<file path="config.mk">
export PLATFORM = sky130hd
export DESIGN_NAME = hss_src_sel
export DESIGN_NICKNAME = d
export VERILOG_FILES = /design/src/rtl/hss_pkg.sv /design/src/rtl/hss_code_bank.sv /design/src/rtl/hss_supply_gate.sv /design/src/rtl/hss_src_mux.sv /design/src/rtl/hss_src_sel.sv
export SDC_FILE = /design/constraint.sdc
export NUM_CORES = 1
export LEC_CHECK = 0
export ABC_AREA = 1
export ABC_CLOCK_PERIOD_IN_PS = 1000
export BUFFER_PORTS_ARGS = -buffer_cell sky130_fd_sc_hd__buf_2
export CAP_MARGIN = 20
export CORE_ASPECT_RATIO = 0.8
export CORE_UTILIZATION = 45
export DETAILED_ROUTE_END_ITERATION = 10
export PLACE_DENSITY = 0.75
export SLEW_MARGIN = 10
export SYNTH_ARGS = -nofsm -noshare
export SYNTH_HDL_FRONTEND = slang
export SYNTH_SLANG_ARGS = --single-unit
</file>
<file path="constraint.sdc">
create_clock -name clk -period 1 [get_ports clk]
set_input_delay 0.05 -clock clk [delete_from_list [all_inputs] [get_ports clk]]
set_output_delay 0.05 -clock clk [all_outputs]
set_load 0.05 [all_outputs]
</file>
<file path="src/rtl/hss_pkg.sv">
package hss_pkg;
  localparam int CODE_W   = 4;
  localparam int PWM_BASE = 2;
  localparam logic [CODE_W-1:0] CODE_OFF = 4'b0000;
  localparam logic [CODE_W-1:0] CODE_ON  = 4'b0001;
  localparam logic [CODE_W-1:0] CODE_DIR = 4'b1000;
endpackage

</file>
<file path="src/rtl/hss_code_bank.sv">
module hss_code_bank
  import hss_pkg::*;
#(
  parameter int NCH = 4,
  localparam int CHW = (NCH > 1) ? $clog2(NCH) : 1
) (
  input  logic                  clk,
  input  logic                  rst_n,
  input  logic                  wr_en,
  input  logic [CHW-1:0]        wr_ch,
  input  logic [CODE_W-1:0]     wr_code,
  input  logic [NCH-1:0]        flt_clr_req,
  input  logic                  trip_now,
  input  logic                  latch_trip,
  output logic [NCH*CODE_W-1:0] codes,
  output logic [NCH-1:0]        tripped
);
  for (genvar c = 0; c < NCH; c++) begin : g_ch
    logic hit;
    assign hit = wr_en && (wr_ch == CHW'(c));

    always_ff @(posedge clk or negedge rst_n) begin
      if (!rst_n) begin
        codes[c*CODE_W +: CODE_W] <= CODE_OFF;
      end else if (flt_clr_req[c]) begin
        codes[c*CODE_W +: CODE_W] <= CODE_OFF;
      end else if (hit) begin
        codes[c*CODE_W +: CODE_W] <= wr_code;
      end
    end

    always_ff @(posedge clk or negedge rst_n) begin
      if (!rst_n) begin
        tripped[c] <= 1'b0;
      end else if (trip_now && latch_trip) begin
        tripped[c] <= 1'b1;
      end else if (hit) begin
        tripped[c] <= 1'b0;
      end
    end
  end
endmodule

</file>
<file path="src/rtl/hss_supply_gate.sv">
module hss_supply_gate (
  input  logic sup_ov,
  input  logic sup_uv,
  input  logic cfg_ov_dis,
  input  logic cfg_uv_dis,
  input  logic cfg_rec,
  output logic trip_now,
  output logic latch_trip
);
  logic ov_act, uv_act;
  assign ov_act     = sup_ov && !cfg_ov_dis;
  assign uv_act     = sup_uv && !cfg_uv_dis;
  assign trip_now   = ov_act || uv_act;
  assign latch_trip = !cfg_rec;
endmodule

</file>
<file path="src/rtl/hss_src_mux.sv">
module hss_src_mux
  import hss_pkg::*;
#(
  parameter int NPWM = 4,
  parameter int NTMR = 2,
  localparam int TMR_BASE = PWM_BASE + NPWM
) (
  input  logic [CODE_W-1:0] code,
  input  logic [NPWM-1:0]   pwm_in,
  input  logic [NTMR-1:0]   tmr_in,
  input  logic              dir_in,
  output logic              sel
);
  always_comb begin
    sel = 1'b0;
    if (code == CODE_ON) sel = 1'b1;
    if (code == CODE_DIR) sel = dir_in;
    for (int k = 0; k < NPWM; k++)
      if (code == CODE_W'(PWM_BASE + k)) sel = pwm_in[k];
    for (int k = 0; k < NTMR; k++)
      if (code == CODE_W'(TMR_BASE + k)) sel = tmr_in[k];
  end
endmodule

</file>
<file path="src/rtl/hss_src_sel.sv">
module hss_src_sel
  import hss_pkg::*;
#(
  parameter int NCH  = 4,
  parameter int NPWM = 4,
  parameter int NTMR = 2,
  localparam int CHW = (NCH > 1) ? $clog2(NCH) : 1
) (
  input  logic                  clk,
  input  logic                  rst_n,
  input  logic                  wr_en,
  input  logic [CHW-1:0]        wr_ch,
  input  logic [CODE_W-1:0]     wr_code,
  input  logic [NCH-1:0]        flt_clr_req,
  input  logic                  cfg_ov_dis,
  input  logic                  cfg_uv_dis,
  input  logic                  cfg_rec,
  input  logic [NPWM-1:0]       pwm_in,
  input  logic [NTMR-1:0]       tmr_in,
  input  logic                  dir_in,
  input  logic                  sup_ov,
  input  logic                  sup_uv,
  output logic [NCH*CODE_W-1:0] code_rd,
  output logic [NCH-1:0]        gate_en
);
  logic           trip_now, latch_trip;
  logic [NCH-1:0] tripped;
  logic [NCH-1:0] sel;

  hss_supply_gate u_sup (
    .sup_ov(sup_ov), .sup_uv(sup_uv),
    .cfg_ov_dis(cfg_ov_dis), .cfg_uv_dis(cfg_uv_dis), .cfg_rec(cfg_rec),
    .trip_now(trip_now), .latch_trip(latch_trip)
  );

  hss_code_bank #(.NCH(NCH)) u_bank (
    .clk(clk), .rst_n(rst_n), .wr_en(wr_en), .wr_ch(wr_ch), .wr_code(wr_code),
    .flt_clr_req(flt_clr_req), .trip_now(trip_now), .latch_trip(latch_trip),
    .codes(code_rd), .tripped(tripped)
  );

  for (genvar c = 0; c < NCH; c++) begin : g_mux
    hss_src_mux #(.NPWM(NPWM), .NTMR(NTMR)) u_mux (
      .code(code_rd[c*CODE_W +: CODE_W]), .pwm_in(pwm_in), .tmr_in(tmr_in),
      .dir_in(dir_in), .sel(sel[c])
    );
  end

  // Single shared register stage keeps every channel on the same edge.
  always_ff @(posedge clk or negedge rst_n) begin
    if (!rst_n) gate_en <= '0;
    else        gate_en <= (trip_now ? '0 : sel) & ~tripped;
  end
endmodule

</file>
==> impl_metrics.py, run 1 <==
metrics = {
    "power_and_ir_drop": {
        "pwr-share-comb_pct": 22.5,
        "p_sw_share_pct": 31.09,
        "p_int_mw": 1.459,
        "p_leak_nw": 0.9206,
        "powerDensity_nw_per_um2": 1175,
        "p_sw_mw": 0.6584,
        "clock_power_share_pct": 27.6,
        "power_frac_seq_pct": 49.9,
        "ir_drop_uv": 1006,
    },
    "placement": {
        "place_congestion": 0.8526,
        "place_hpwl_um": 2622,
        "numPortBuffers": 44,
        "dp.cells": 268,
        "placed_area_sq_um": 1639,
        "preCtsSetupSlack_ns": 0.006131,
    },
    "layout": {
        "utilization_pct": 64.17,
        "area_growth_pct": 33.83,
        "final_cells": 277,
        "final_common_cell": "nand2_1",
        "final_cell_mix": "nand2_1, buf_2, nand3_1, inv_1, o21ai_1",
        "drive_gt1_share_pct": 43.10,
        "nets": 265,
        "fillers": 271,
        "fin_area_sq_um": 1802,
        "n_antenna_cell": 0,
    },
    "sta": {
        "min_period_ns": 1.053,
        "final_max_slew_viol_count": 0,
        "fmax_mhz": 949.8,
        "period_share_pct": 105.3,
        "setup_viol_count_final": 2,
        "fin_skew_ns": 0.004118,
        "tightest_slew_ns": 0.5479,
        "grt_setup_unrepaired": "yes",
        "hold_viol_final": 0,
        "worst_slew_margin_rel_pct": 63.47,
        "finalWorstSetupSlack_ns": -0.05282,
    },
    "detailed_routing": {
        "drtPass1Iterations": 5,
        "vias_per_cell": 5.094,
        "drt_wl_total_um": 3702,
        "vias": 1411,
        "avgRoutedWirePerCell_um": 13.36,
        "drt_first_iter_violations": 53,
        "antenna_left": 0,
        "post-route-drc-count": 0,
    },
    "synth": {
        "netlist_area_sq_um": 1346,
        "synth_seq_cells": 24,
        "synth_seq_area_share_pct": 44.61,
        "yosysUniqueCellTypes": 17,
        "synth.yosys.warnings": 0,
        "syn_area_per_cell_sq_um": 7.277,
        "netlist_instances": 185,
        "syn-num-nets": 210,
    },
    "floorplan": {
        "start_util_pct": 47.95,
        "io_pins": 45,
        "coreArea_sq_um": 2808,
        "die_w_um": 63.16,
        "die_h_um": 50.92,
        "rows": 17,
        "die-area_sq_um": 3216,
    },
    "critical_path": {
        "critPathMaxFanout": 5,
        "arrival_ns": 1.25,
        "cp.required_ns": 1.19,
        "crit_type": "flip-flop to flip-flop",
        "cp-end-kind": "flip-flop",
        "start_kind": "flip-flop",
    },
    "clocking": {
        "clock-sinks": 24,
        "cts_tree": "done",
        "cts_made_buffers": 3,
        "cts-root-buf": "clkbuf_8",
        "htreeDepth": 1,
        "clock_latency_ns": 0.26,
        "clock_path_buffers": 2,
        "path_clk_slew_ns": 0.08,
    },
    "global_route": {
        "grt_pass1_vias": 1248,
        "grt_max_degree": 25,
        "grt_pass1_wl_um": 5809,
        "grt-ovfl-total": 0,
        "grt_usage_pct": 24.51,
        "antenna_found_initial": 0,
    },
    "status": {
        "status": "finished with violations",
        "violations": "negative setup slack",
    },
    "worst_hold_path": {
        "hold_path.class": "primary input to flip-flop",
    },
    "job": {
        "drv_cap": 0,
    },
}
cells in the mapped netlist (all sizes together):
cell type,n,area [sq um]
nand2,43,161.4
inv,37,138.9
nand3,32,180.2
o21ai,26,145.1
dfrtp,24,600.6
nor2,11,41.29
a21oi,7,46.30
a31oi,1,6.260
clkinv,1,3.750
nand4,1,6.260
o211ai,1,7.510
or2,1,8.760
kinds of logic (layout without fill, tap and decap cells):
family	count (synthesis)	after routing	synth area share, %
AO/OA/AOI/OAI	35	35	15.24
flip-flops	24	24	44.61
buffers and inverters	38	92	10.59
AND/OR/NAND/NOR	88	88	29.55
flip-flops by register name (all words and copies together), names as in the netlist:
register / flops
gate_en: 4
u_bank.codes: 16
u_bank.tripped: 4
layout make-up:
| cell class | instances | area (sq um) | share of cell area (%) |
|---|---|---|---|
| well taps | 38 | 47.55 | 2.639 |
| multi-input cells | 123 | 639.4 | 35.49 |
| clock buffers | 4 | 45.04 | 2.500 |
| repair buffers | 50 | 306.5 | 17.01 |
| inverters | 38 | 145.1 | 8.056 |
| flip-flops and latches | 24 | 618.1 | 34.31 |
power by group through the flow:
| stage | clock network [mW] | registers, mW | logic, mW |
|---|---|---|---|
| global route | 0.653 | 1.06 | 0.518 |
| global placement | 0 | 1.07 | 0.434 |
| finish | 0.584 | 1.06 | 0.477 |
| floorplan | 0 | 1.16 | 0.182 |
| detailed placement | 0 | 1.07 | 0.439 |
| CTS | 0.603 | 1.05 | 0.457 |
per-stage QoR:
stage / setup TNS (ns) / hold WS (ns) / total power, mW
3_3_place_gp: 0 / 0.06447 / 1.504
3_5_place_dp: 0 / 0.06798 / 1.510
2_1_floorplan: -0.2476 / -0.2456 / 1.344
6_report: -0.05592 / 0.08529 / 2.118
5_1_grt: -0.4305 / 0.07512 / 2.234
4_1_cts: -0.03601 / 0.08247 / 2.113
critical path, stage by stage (launching register included):
cell and delay, ns:
dfrtp_2 0.45, inv_2 0.08, nand3_1 0.07, nand2_1 0.08, nand2_1 0.05, nand2_1 0.06
nand2_1 0.06, a21oi_2 0.14
worst paths after layout:
kind	startpoint	end	slack (ns)	cells past startpoint
min in group asynchronous	rst_n	gate_en[1]	0.30	2
max reg2reg	u_bank.codes[15]	gate_en[3]	-0.05	7
min reg2reg	u_bank.tripped[0]	gate_en[0]	0.53	3
max	u_bank.codes[15]	gate_en[3]	-0.05	7
max in group asynchronous	rst_n	u_bank.codes[3]	0.30	2
min	wr_code[0]	u_bank.codes[12]	0.09	3
timing repair:
action                                 CTS  global route
gates cloned                             0             0
endpoints found under the hold margin   24             0
setup endpoints to repair               10            13
hold buffers                             1             0
buffers inserted                         2             2
gates resized for setup                  9            20
pin swaps                                2             6
per-layer routing:
layer  vias to the layer above  wire length [um]  global-route usage [%]
met1                       642              1645                   32.67
met2                        66              1790                   40.68
met3                         2               249                   6.027
met4                         0                16                   4.651
met5                         -                 0                       0
li1                        701                 -                       -
No activity file was read; power rests on OpenSTA's default activity.
==> run 2: changes to the inputs <==
Settings changed: SKIP_CTS_REPAIR_TIMING set to 1.
==> run 2 against run 1 <==
The flow still finishes with violations (negative setup slack). Sequential share of layout area increased by 0.48 points. Register-to-register slack improved by 0.02 ns. Sequential cell count unchanged. Critical path depth unchanged. Clock-buffer cell count unchanged. Total power decreased by 0.73%. Utilization decreased by 0.89 points. Via count decreased by 1.2%.
==> impl_metrics.py, run 2 (synthesis results as in run 1) <==
metrics = {
    "floorplan": {
        "die-area_sq_um": 3216,
        "die_h_um": 50.92,
        "rows": 17,
        "coreArea_sq_um": 2808,
        "io_pins": 45,
        "die_w_um": 63.16,
        "start_util_pct": 47.95,
    },
    "clocking": {
        "path_clk_slew_ns": 0.08,
        "cts-root-buf": "clkbuf_8",
        "htreeDepth": 1,
        "cts_tree": "done",
        "clock_latency_ns": 0.26,
        "clock-sinks": 24,
        "clock_path_buffers": 2,
        "cts_made_buffers": 3,
    },
    "placement": {
        "dp.cells": 268,
        "place_congestion": 0.8526,
        "place_hpwl_um": 2622,
        "preCtsSetupSlack_ns": 0.006131,
        "numPortBuffers": 44,
    },
    "global_route": {
        "antenna_found_initial": 0,
        "grt_max_degree": 25,
        "grt_pass1_wl_um": 5720,
        "grt.met2_usage_pct": 39.07,
        "grt_pass1_vias": 1212,
        "grt.met3_usage_pct": 6.027,
        "grt-ovfl-total": 0,
        "grt_usage_pct": 24.16,
        "grt-busiest-layer": "met2",
        "use_met1_pct": 32.95,
    },
    "sta": {
        "min_period_ns": 1.037,
        "worst_slew_margin_rel_pct": 64.06,
        "grt_setup_unrepaired": "yes",
        "fin_skew_ns": 0.004300,
        "fmax_mhz": 964.5,
        "final_max_slew_viol_count": 0,
        "period_share_pct": 103.7,
        "setup_viol_count_final": 3,
        "tightest_slew_ns": 0.5391,
        "finalWorstSetupSlack_ns": -0.03679,
        "hold_viol_final": 0,
    },
    "layout": {
        "regArea_sq_um": 618.1,
        "nets": 263,
        "drive_gt1_share_pct": 41.77,
        "final_cell_mix": "nand2_1, buf_2, nand3_1, inv_1, o21ai_1",
        "n_antenna_cell": 0,
        "regMostFlops": "u_bank.codes",
        "multi_input_area_sq_um": 631.9,
        "final_common_cell": "nand2_1",
        "largest_registers": "u_bank.codes: 16 flops, gate_en: 4 flops, u_bank.tripped: 4 flops",
        "largest_reg_flops": 16,
        "area_growth_pct": 31.97,
        "final_cells": 275,
        "fillers": 274,
        "utilization_pct": 63.28,
    },
    "power_and_ir_drop": {
        "ir_drop_uv": 995.0,
        "powerDensity_nw_per_um2": 1183,
        "p_total_mw": 2.102,
        "p_leak_nw": 0.9127,
    },
    "detailed_routing": {
        "drt_first_iter_violations": 51,
        "antenna_left": 0,
        "avgRoutedWirePerCell_um": 13.20,
        "drtPass1Iterations": 4,
        "vias": 1394,
        "post-route-drc-count": 0,
        "vias_per_cell": 5.069,
        "drt_wl_total_um": 3630,
    },
    "critical_path": {
        "arrival_ns": 1.23,
        "cp.required_ns": 1.19,
        "start_kind": "flip-flop",
        "critPathMaxFanout": 5,
        "cp-startpoint": "u_bank.codes[15]",
        "cp-end-kind": "flip-flop",
        "reg2reg_from": "u_bank.codes[15]",
        "crit_type": "flip-flop to flip-flop",
    },
    "job": {
        "drv_cap": 0,
    },
    "worst_hold_path": {
        "hold_path.class": "primary input to flip-flop",
        "hold_start": "wr_code[0]",
    },
    "status": {
        "violations": "negative setup slack",
        "status": "finished with violations",
    },
}
run 2: changes by cell type in the layout (fill, tap and decap cells not counted):
| cell | before | now |
|---|---|---|
| buf_2 | 33 | 34 |
| buf_4 | 10 | 8 |
| clkbuf_4 | 3 | 2 |
| nand3_1 | 25 | 26 |
| nand3_2 | 7 | 6 |
| nor2_1 | 8 | 9 |
| nor2_2 | 3 | 2 |
run 2: final timing paths:
path                       cells after the start           endpoint  slack, ns
min reg2reg                                    2  u_bank.tripped[3]       0.53
min                                            3   u_bank.codes[12]       0.08
max in group asynchronous                      2    u_bank.codes[3]       0.31
max                                            7         gate_en[3]      -0.04
max reg2reg                                    7         gate_en[3]      -0.04
min in group asynchronous                      2         gate_en[2]       0.30
run 2: layout make-up:
type	count	area share (%)
multi-input combinational	123	35.56
sequential	24	34.79
timing repair buffer	48	16.27
inverter	38	8.169
tap	38	2.676
clock buffer	4	2.535
run 2: where the power goes:
group	internal, mW	leakage [nW]	switching [mW]
Clock	0.284	0.0228	0.291
Combinational	0.150	0.594	0.320
Sequential	1.02	0.296	0.0355
Total	1.46	0.913	0.647
run 2: critical path: stages, from the launching register on:
cell	delay [ns]
dfrtp_2	0.44
inv_2	0.08
nand3_1	0.06
nand2_1	0.08
nand2_1	0.05
nand2_1	0.05
nand2_1	0.06
a21oi_2	0.14
run 2: per-layer routing:
layer | wire, um | vias to the layer above
li1 | - | 697
met3 | 257 | 2
met1 | 1641 | 636
met5 | 0 | -
met4 | 16 | 0
met2 | 1714 | 59
run 2: metrics by stage:
step                hold WS [ns]  TNS (ns)  cell area (sq um)
floorplan                -0.2456   -0.2476               1364
global placement         0.06447         0               1639
detailed placement       0.06798         0               1639
CTS                      -0.2255  -0.09297               1684
global route             0.07524   -0.3918               1777
finish                   0.08435  -0.05868               1777
==> run 3: changes to the inputs <==
Settings changed: HOLD_SLACK_MARGIN set to 0.1.
==> run 3 against run 2 <==
First-iteration DRC count increased by 14%. Design area increased by 2.3%. Largest power group unchanged. The run still ends with negative setup slack left. Critical path type unchanged. Worst hold slack improved by 0.0065 ns. Sequential cell count unchanged. Setup slack improved by 0.0022 ns.
==> impl_metrics.py, run 3 (synthesis results as in run 1) <==
metrics = {
    "layout": {
        "regMostFlops": "u_bank.codes",
        "largest_registers": "u_bank.codes: 16 flops, gate_en: 4 flops, u_bank.tripped: 4 flops",
        "final_common_cell": "nand2_1",
        "nets": 267,
        "fillers": 270,
        "final_cell_mix": "nand2_1, buf_2, nand3_1, inv_1, o21ai_1",
        "fin_area_sq_um": 1817,
        "largest_reg_flops": 16,
        "drive_gt1_share_pct": 41.08,
        "area_growth_pct": 34.94,
        "n_antenna_cell": 0,
    },
    "detailed_routing": {
        "drt_first_iter_violations": 58,
        "antenna_left": 0,
        "drt_wl_total_um": 3647,
        "avgRoutedWirePerCell_um": 13.07,
        "vias": 1399,
        "post-route-drc-count": 0,
        "drtPass1Iterations": 4,
        "vias_per_cell": 5.014,
    },
    "floorplan": {
        "die_h_um": 50.92,
        "start_util_pct": 47.95,
        "io_pins": 45,
        "die_w_um": 63.16,
        "rows": 17,
        "coreArea_sq_um": 2808,
        "die-area_sq_um": 3216,
    },
    "global_route": {
        "grt-ovfl-total": 0,
        "grt_pass1_vias": 1212,
        "grt_pass1_wl_um": 5720,
        "grt_max_degree": 25,
        "antenna_found_initial": 0,
        "grt_usage_pct": 24.16,
    },
    "power_and_ir_drop": {
        "power_frac_seq_pct": 49.9,
        "p_total_mw": 2.116,
        "ir_drop_uv": 999.6,
        "p_leak_nw": 0.9294,
        "p_int_mw": 1.465,
        "p_sw_share_pct": 30.75,
        "p_sw_mw": 0.6506,
        "pwr-share-comb_pct": 22.8,
        "clock_power_share_pct": 27.3,
        "powerDensity_nw_per_um2": 1165,
    },
    "sta": {
        "worst_slew_margin_rel_pct": 63.52,
        "fin_skew_ns": 0.004907,
        "period_share_pct": 103.5,
        "hold_viol_final": 0,
        "final_max_slew_viol_count": 0,
        "tightest_slew_ns": 0.5472,
        "fmax_mhz": 966.5,
        "finalWorstSetupSlack_ns": -0.03463,
        "min_period_ns": 1.035,
        "setup_viol_count_final": 3,
        "finalSetupTns_ns": -0.05746,
        "grt_setup_unrepaired": "yes",
    },
    "critical_path": {
        "crit_slowest_cell": "dfrtp_2",
        "cp-end-kind": "flip-flop",
        "timing.rr.end": "gate_en[3]",
        "crit_top_cell": "nand2_1",
        "reg2reg_from": "u_bank.codes[15]",
        "arrival_ns": 1.23,
        "critPathMaxFanout": 5,
        "path_cells": "inv_2 > nand3_1 > nand2_1 > nand2_1 > nand2_1 > nand2_1 > a21oi_2",
        "start_kind": "flip-flop",
        "r2r_cells": 7,
        "rrSetupSlack_ns": -0.03,
        "crit_type": "flip-flop to flip-flop",
        "cp.required_ns": 1.19,
        "max_stage_delay_ns": 0.44,
    },
    "worst_hold_path": {
        "whs_path_depth": 3,
        "hold_start": "wr_code[3]",
        "hold_path.class": "primary input to flip-flop",
        "holdPathEnd": "u_bank.codes[11]",
    },
    "clocking": {
        "cts-root-buf": "clkbuf_8",
        "htreeDepth": 1,
        "clock-sinks": 24,
        "clock_latency_ns": 0.26,
        "cts_made_buffers": 3,
        "path_clk_slew_ns": 0.08,
        "cts_tree": "done",
        "clock_path_buffers": 2,
    },
    "placement": {
        "place_congestion": 0.8526,
        "placed_area_sq_um": 1639,
        "place_hpwl_um": 2622,
        "numPortBuffers": 44,
    },
    "job": {
        "drv_cap": 0,
    },
    "status": {
        "violations": "negative setup slack",
        "status": "finished with violations",
    },
}
[run 3: how the worst max path moves through the flow]
stage | from | end | slack, ns | cells after the start
2_1_floorplan | u_bank.codes[9] | gate_en[2] | -0.07 | 5
3_3_place_gp | u_bank.codes[3] | gate_en[0] | 0.007 | 6
3_5_place_dp | u_bank.codes[15] | gate_en[3] | 0.006 | 6
4_1_cts | u_bank.codes[14] | gate_en[3] | -0.02 | 7
5_1_grt | u_bank.codes[15] | gate_en[3] | -0.10 | 7
6_report | u_bank.codes[15] | gate_en[3] | -0.03 | 7
[run 3: layout make-up]
type	count	area [sq um]	share of cell area (%)
clock buffer	4	45.04	2.479
inverter	38	145.1	7.989
multi-input combinational	123	631.9	34.78
sequential	24	618.1	34.02
tap	38	47.55	2.617
timing repair buffer	52	329.1	18.11
[run 3: power by group through the flow]
stage               clock network (mW)  registers (mW)  logic [mW]
finish                           0.578            1.06       0.482
global route                     0.653            1.06       0.524
CTS                              0.603            1.05       0.443
detailed placement                   0            1.07       0.439
global placement                     0            1.07       0.434
floorplan                            0            1.16       0.182
[run 3: critical path, delay by kind of cell (launching register included)]
kind	cells	cell delay (ns)
AND/OR/NAND/NOR	5	0.30
buffers and inverters	1	0.08
AO/OA/AOI/OAI	1	0.14
flip-flops	1	0.44
[run 3: routing by layer]
layer / GRT usage, % / vias up / routed length (um)
met5: 0 / - / 0
met1: 32.95 / 638 / 1674
met3: 6.027 / 4 / 225
met4: 4.651 / 0 / 34
li1: - / 703 / -
met2: 39.07 / 54 / 1713
[run 3: through the flow]
| stage | setup slack [ns] | utilization, % | std cells | hold WS [ns] |
|---|---|---|---|---|
| floorplan | -0.06736 | - | 185 | -0.2456 |
| global placement | 0.007183 | 58.38 | 268 | 0.06447 |
| detailed placement | 0.006131 | 58.38 | 268 | 0.06798 |
| CTS | -0.02083 | 59.98 | 272 | -0.2255 |
| global route | -0.1010 | 64.71 | 279 | 0.1017 |
| finish | -0.03463 | 64.71 | 279 | 0.09089 |
